===== src/rtl/rsd_pkg.sv =====
package rsd_pkg;
  // Number of selectable groupings and the widest modulus
  localparam int unsigned GROUP_CNT = 4;
  localparam int unsigned MAX_MOD   = 7;
  localparam int unsigned CODE_W    = $clog2(GROUP_CNT);

  typedef enum logic [CODE_W-1:0] {
    GRP_M2 = 2'b00,
    GRP_M3 = 2'b01,
    GRP_M5 = 2'b10,
    GRP_M7 = 2'b11
  } group_e;

  // Modulus for each grouping code
  function automatic int unsigned group_modulus(int unsigned code);
    case (code)
      0:       return 2;
      1:       return 3;
      2:       return 5;
      default: return 7;
    endcase
  endfunction

  // Data pin that drives a chain under a given grouping
  function automatic int unsigned pin_for_chain(int unsigned chain, int unsigned code);
    return chain % group_modulus(code);
  endfunction
endpackage


===== src/rtl/rsd_broadcast.sv =====
module rsd_broadcast #(
  parameter int unsigned NUM_CHAINS = 12
) (
  input  logic [rsd_pkg::CODE_W-1:0]  code,
  input  logic [rsd_pkg::MAX_MOD-1:0] pins,
  output logic [NUM_CHAINS-1:0]       slice
);
  localparam int unsigned GC = rsd_pkg::GROUP_CNT;

  for (genvar c = 0; c < NUM_CHAINS; c++) begin : g_chain
    logic [GC-1:0] cand;
    for (genvar g = 0; g < GC; g++) begin : g_grp
      localparam int unsigned PIN = rsd_pkg::pin_for_chain(c, g);
      assign cand[g] = pins[PIN];
    end
    assign slice[c] = cand[code];
  end
endmodule


===== src/rtl/rsd_serial.sv =====
module rsd_serial #(
  parameter int unsigned NUM_CHAINS = 12
) (
  input  logic                  head,
  input  logic [NUM_CHAINS-2:0] tails,
  output logic [NUM_CHAINS-1:0] slice
);
  // Chain 0 takes the pin; each later chain takes its predecessor's scan-out
  assign slice = {tails, head};
endmodule


===== src/rtl/rsd_slice_reg.sv =====
module rsd_slice_reg #(
  parameter int unsigned NUM_CHAINS = 12
) (
  input  logic                  clk,
  input  logic                  rst_n,
  input  logic                  shift_en,
  input  logic                  serial_mode,
  input  logic [NUM_CHAINS-1:0] bcast_slice,
  input  logic [NUM_CHAINS-1:0] serial_slice,
  output logic [NUM_CHAINS-1:0] slice_q
);
  logic [NUM_CHAINS-1:0] slice_next;

  always_comb begin
    if (!shift_en)        slice_next = '0;
    else if (serial_mode) slice_next = serial_slice;
    else                  slice_next = bcast_slice;
  end

  always_ff @(posedge clk or negedge rst_n) begin
    if (!rst_n) slice_q <= '0;
    else        slice_q <= slice_next;
  end
endmodule


===== src/rtl/reconf_scan_decomp.sv =====
module reconf_scan_decomp #(
  parameter int unsigned NUM_CHAINS = 12
) (
  input  logic                          clk,
  input  logic                          rst_n,
  input  logic                          shift_en,
  input  logic                          serial_mode,
  input  logic [rsd_pkg::CODE_W-1:0]    group_code,
  input  logic [rsd_pkg::MAX_MOD-1:0]   scan_pin,
  input  logic [NUM_CHAINS-2:0]         link_so,
  output logic [NUM_CHAINS-1:0]         chain_si
);
  logic [NUM_CHAINS-1:0] bcast_slice;
  logic [NUM_CHAINS-1:0] serial_slice;
  logic                  bcast_shift;
  logic                  serial_shift;

  assign bcast_shift  = shift_en && !serial_mode;
  assign serial_shift = shift_en && serial_mode;

  rsd_broadcast #(.NUM_CHAINS(NUM_CHAINS)) u_bcast (
    .code  (group_code),
    .pins  (scan_pin),
    .slice (bcast_slice)
  );

  rsd_serial #(.NUM_CHAINS(NUM_CHAINS)) u_serial (
    .head  (scan_pin[0]),
    .tails (link_so),
    .slice (serial_slice)
  );

  rsd_slice_reg #(.NUM_CHAINS(NUM_CHAINS)) u_reg (
    .clk          (clk),
    .rst_n        (rst_n),
    .shift_en     (shift_en),
    .serial_mode  (serial_mode),
    .bcast_slice  (bcast_slice),
    .serial_slice (serial_slice),
    .slice_q      (chain_si)
  );


  idle_zero_chk: assert property (@(posedge clk) disable iff (!rst_n)
    !shift_en |=> chain_si == '0);


  serial_head_chk: assert property (@(posedge clk) disable iff (!rst_n)
    serial_shift |=> chain_si[0] == $past(scan_pin[0]));


  serial_link_chk: assert property (@(posedge clk) disable iff (!rst_n)
    serial_shift |=> chain_si[NUM_CHAINS-1:1] == $past(link_so));


  slice_pin1_chk: assert property (@(posedge clk) disable iff (!rst_n)
    bcast_shift |=> chain_si[1] == $past(scan_pin[1]));

  if (NUM_CHAINS > 2) begin : g_m2_chk

    m2_repeat_chk: assert property (@(posedge clk) disable iff (!rst_n)
      (bcast_shift && group_code == rsd_pkg::GRP_M2) |=> chain_si[2] == chain_si[0]);
  end
  if (NUM_CHAINS > 3) begin : g_m3_chk

    m3_repeat_chk: assert property (@(posedge clk) disable iff (!rst_n)
      (bcast_shift && group_code == rsd_pkg::GRP_M3) |=> chain_si[3] == chain_si[0]);
  end
  if (NUM_CHAINS > 5) begin : g_m5_chk

    m5_repeat_chk: assert property (@(posedge clk) disable iff (!rst_n)
      (bcast_shift && group_code == rsd_pkg::GRP_M5) |=> chain_si[5] == chain_si[0]);
  end
  if (NUM_CHAINS > 7) begin : g_m7_chk

    m7_repeat_chk: assert property (@(posedge clk) disable iff (!rst_n)
      (bcast_shift && group_code == rsd_pkg::GRP_M7) |=> chain_si[7] == chain_si[0]);
  end
endmodule


===== config.mk =====
export PLATFORM = sky130hd
export DESIGN_NAME = reconf_scan_decomp
export DESIGN_NICKNAME = d
export VERILOG_FILES = /design/src/rtl/rsd_pkg.sv /design/src/rtl/rsd_broadcast.sv /design/src/rtl/rsd_serial.sv /design/src/rtl/rsd_slice_reg.sv /design/src/rtl/reconf_scan_decomp.sv
export SDC_FILE = /design/constraint.sdc
export NUM_CORES = 1
export LEC_CHECK = 0
export ABC_AREA = 1
export BUFFER_PORTS_ARGS = -buffer_cell sky130_fd_sc_hd__buf_2
export CORE_MARGIN = 5
export CORE_UTILIZATION = 45
export CTS_BUF_LIST = sky130_fd_sc_hd__clkbuf_2 sky130_fd_sc_hd__clkbuf_4 sky130_fd_sc_hd__clkbuf_8
export DETAILED_ROUTE_END_ITERATION = 10
export MAX_ROUTING_LAYER = met4
export PLACE_DENSITY_LB_ADDON = 0.1
export SYNTH_ARGS = -nofsm -noshare
export SYNTH_HDL_FRONTEND = slang
export SYNTH_SLANG_ARGS = --single-unit
export TNS_END_PERCENT = 30

===== constraint.sdc =====
create_clock -name clk -period 0.8 [get_ports clk]
set_input_delay 0.08 -clock clk [delete_from_list [all_inputs] [get_ports clk]]
set_output_delay 0.08 -clock clk [all_outputs]
set_load 0.01 [all_outputs]

# Word-level counts from Yosys, hierarchy flattened
# Index checks and enable logic that the tools add are counted.
classes:
  mux: 26
  order_cmp: 1
op_table:
  columns: ["cell", "count"]
  rows:
  - ["$bmux 1 s2", 12]
  - ["$mux 12", 2]
  - ["$mux 1", 12]
  - ["$lt 2x3->1 const B", 1]
totals:
  input_bits: 24
  out_inout_bits: 12
  elab_cells: 28
  reg_bits: 12

# Longest topological paths before layout
logic_depth:
  ltp_word: 4
  mapped_depth: 8
  depth_no_buf: 7

# By module
# Synthesis repeated with hierarchy kept, for this count alone.
hier_totals:
  hier_cells: 140
  area_unflattened_um2: 894.6
modules_own_cells:
  columns: ["module", "area_per_inst_um2", "instances", "cells_per_inst", "seq_area_each_um2"]
  rows:
  - ["rsd_slice_reg", 553.0, 1, 75, 300.3]
  - ["rsd_broadcast", 251.5, 1, 53, 0.0]
  - ["rsd_serial", 90.1, 1, 12, 0.0]

# Worst setup path before layout
# OpenSTA, ideal clock, no wires.
synth_timing:
  path_kind: "input to register"
  startpoint: "in group_code[0] in the netlist's numbering"
  endpoint: "reg u_reg.slice_q[9]"
  cell_stages: 8
  path_slack_ns: 0.150
  arrival_time_ns: 0.537
  required_time_ns: 0.687
  setup_ns: 0.113
  n_path_buf: 1
  cell_sequence: "buf_6 > inv_6 > nand2_4 > nand2_1 > nand2_1 > nand3_1 > nand2_1 > inv_1"
synth_via:
  elab_chain_cells: 4
synth_lines:
  columns: ["item", "line_no", "rtl"]
  rows:
  - ["start, declared", "reconf_scan_decomp.sv:8", "input logic [rsd_pkg::CODE_W-1:0] group_code,"]
  - ["$bmux 1 s2", "rsd_broadcast.sv:16", "assign slice[c] = cand[code];"]
  - ["$mux 1 (implied by the code)", "rsd_broadcast.sv:16", null]
  - ["$mux 12", "rsd_slice_reg.sv:16", "else if (serial_mode) slice_next = serial_slice;"]
  - ["$mux 12", "rsd_slice_reg.sv:15", "if (!shift_en) slice_next = '0;"]
  - ["via u_reg.slice_next[9]", "rsd_slice_reg.sv:12", "logic [NUM_CHAINS-1:0] slice_next;"]
  - ["end signal, assigned", "rsd_slice_reg.sv:22", "else slice_q <= slice_next;"]
  - ["end, declared", "rsd_slice_reg.sv:10", "output logic [NUM_CHAINS-1:0] slice_q"]
# The timed path passes the listed nets, and every way through them passes these cells. The select of a mux whose other input is x is not followed.

# Worst setup path in the final report
layout_timing:
  startpoint: "reg u_reg.slice_q[3]"
  endpoint: "out chain_si[3]"
layout_lines:
  columns: ["item", "line_no", "rtl"]
  rows:
  - ["end, declared", "reconf_scan_decomp.sv:11", "output logic [NUM_CHAINS-1:0] chain_si"]
# No word-level cell between the ends.

==> results.toml <==
[status]
status = "complete, but fails checks"
violations = "setup timing"

[worst_setup_path]
critPathKind = "flop to primary output"
cp.arrival_ps = 770
startpoint_type = "flop"
critical_path_buf_inv_count = 1
cp_max_fo = 1
worstPathCellList = "buf_6"
cp_slowest_cell = "dfrtp_1"
path_delay_family = "flip-flops"
cp-end-kind = "primary output"
critical_path.max_stage_delay_ps = 380
cp.required_ps = 720

[grt]
grt_use_met1_pct = 18.9
grt_pass1_vias = 669
grt_use_total_pct = 15.3
busiest_layer = "met2"
antenna_found_initial = 0
grt_max_degree = 13
overflow = 0
grt_pass1_wl_um = 2880
use_met3_pct = 1.53
grt_use_met2_pct = 23.5

[power_and_ir_drop]
ir_drop_mv = 0.621
finalPower_mw = 1.48
leakagePower_nw = 0.522
power_density_nw_per_um2 = 1570

[route]
viasPerCell = 4.93
route.vias.total = 710
drtAntennaViolNets = 0
routed_wl_um = 1690
dr.pass1.iters = 4
drc = 0
routedWlPerCell_um = 11.7
detail_route.iter0.violations = 24

[synthesis]
synth_nets = 110
ys_seq_area_share_pct = 44.1
syn-instance-count = 86
yosys_warnings = 0
yosys.area.top_type = "dfrtp_1"
synth.area.top_cells = "dfrtp_1 44%, nand2_1 9.4%, a21oi_1 7.4%"
synth_top_area_share_pct = 44.1
synth.avg_cell_area_um2 = 7.91
synth_flop_cell = "dfrtp_1"
synth_cell_types = 21
ys_ff_latch = 12
async_flop_share_pct = 100
syn_area_um2 = 681
synth.most_common_cell = "nand2_1"
synthTopCellsByCount = "17 x nand2_1, 12 x dfrtp_1, 10 x a21oi_1, 10 x nor2_1, 10 x o21ai_0"
synth_edf_count = 0

[clock_tree]
cts_sinks = 12
cts_tree = "done"
h-tree-depth = 1
cts-root-buf = "clkbuf_4"
numCtsBuffers = 3
clock_path_buffers = 2
clk_pin_slew_ps = 70

[layout]
drive_gt1_share_pct = 43.0
area_growth_pct = 37.9
reg_top3 = "u_reg.slice_q: 12 flops"
final_core_util_pct = 63.8
largest_reg_flops = 12
regMostFlops = "u_reg.slice_q"
num_antenna_cells = 0
nets = 153

[sta]
period_needed_ps = 845
relSlewSlack_pct = 83.5
rsz0062_at_grt = "yes"
worst_slack_ps = -45.4
finalSetupViolCount = 12
worst_slew_pin_slew_ps = 248
clock.fmax_mhz = 1180
slew_violations = 0
hold_violations = 0
hold_ws_ps = 86.0
post-route-period-util_pct = 106

[placement]
post-dp-hpwl_um = 1360
port_buffers = 35
gp_congestion = 0.951

[worst_hold_path]
min_path_type = "input pin to flop"
whs_endpoint = "u_reg.slice_q[0]"
hp-start = "scan_pin[0]"
hold_depth = 3

[die]
initial_core_util_pct = 46.3
die_y_um = 48.9
die_x_um = 48.9
core_um2 = 1470
die_area_um2 = 2390
rows = 14
ioPinCount = 36

[job]
drv_cap = 0
==> cell families after synthesis <==
group	synth area share (%)
AND/OR/NAND/NOR	27.6
AO/OA/AOI/OAI	18.4
flip-flops	44.1
buffers and inverters	9.93
==> how the worst max path moves through the flow <==
stage	from	to	slack, ps	cells past startpoint
global route	u_reg.slice_q[6]	chain_si[6]	-70	1
floorplan	group_code[0]	u_reg.slice_q[9]	150	8
detailed placement	group_code[0]	u_reg.slice_q[9]	-50	8
finish	u_reg.slice_q[3]	chain_si[3]	-50	1
CTS	u_reg.slice_q[7]	chain_si[7]	-60	1
global placement	group_code[0]	u_reg.slice_q[9]	-10	8
==> what timing repair did <==
| action | 4_1_cts | 5_1_grt |
|---|---|---|
| gates resized for setup | 0 | 1 |
| setup endpoints to repair | 12 | 12 |
| hold buffers | 1 | 0 |
| endpoints found under the hold margin | 12 | 0 |
| setup buffers | 0 | 0 |
==> layout make-up <==
class | count | area, um^2
flip-flops and latches | 12 | 300
fillers | 149 | 533
clock buffers | 4 | 36.3
repair buffers | 42 | 236
multi-input cells | 64 | 313
inverters | 6 | 32.5
well taps | 16 | 20.0
==> per-stage QoR <==
step / setup TNS [ps] / std cells / instance area [um^2] / setup WS (ps)
floorplan: 0 / 86 / 681 / 150
global placement: -13.0 / 139 / 886 / -10.4
detailed placement: -52.5 / 139 / 886 / -48.4
CTS: -543 / 144 / 932 / -55.3
global route: -770 / 144 / 938 / -73.4
finish: -435 / 144 / 938 / -45.4
==> layer usage <==
metal | vias to the layer above | share of wire [%]
met4 | 0 | 2.4
met5 | - | 0
li1 | 371 | -
met2 | 30 | 48
met3 | 6 | 6.0
met1 | 303 | 44
==> cell usage in the layout, fill, tap and decap left out, drive strengths merged <==
| cell | count |
|---|---|
| a21oi | 10 |
| a31oi | 1 |
| buf | 41 |
| clkbuf | 4 |
| dfrtp | 12 |
| dlygate4sd3 | 1 |
| inv | 6 |
| nand2 | 20 |
| nand3 | 8 |
| nor2 | 11 |
| o21a | 1 |
| o21ai | 11 |
| o22ai | 1 |
| or2 | 1 |
==> report_power, final <==
group | internal [mW] | switching [mW] | total (mW)
registers | 0.648 | 0.00950 | 0.658
logic | 0.153 | 0.197 | 0.350
clock network | 0.276 | 0.192 | 0.468
(Power assumes the default switching activity.)
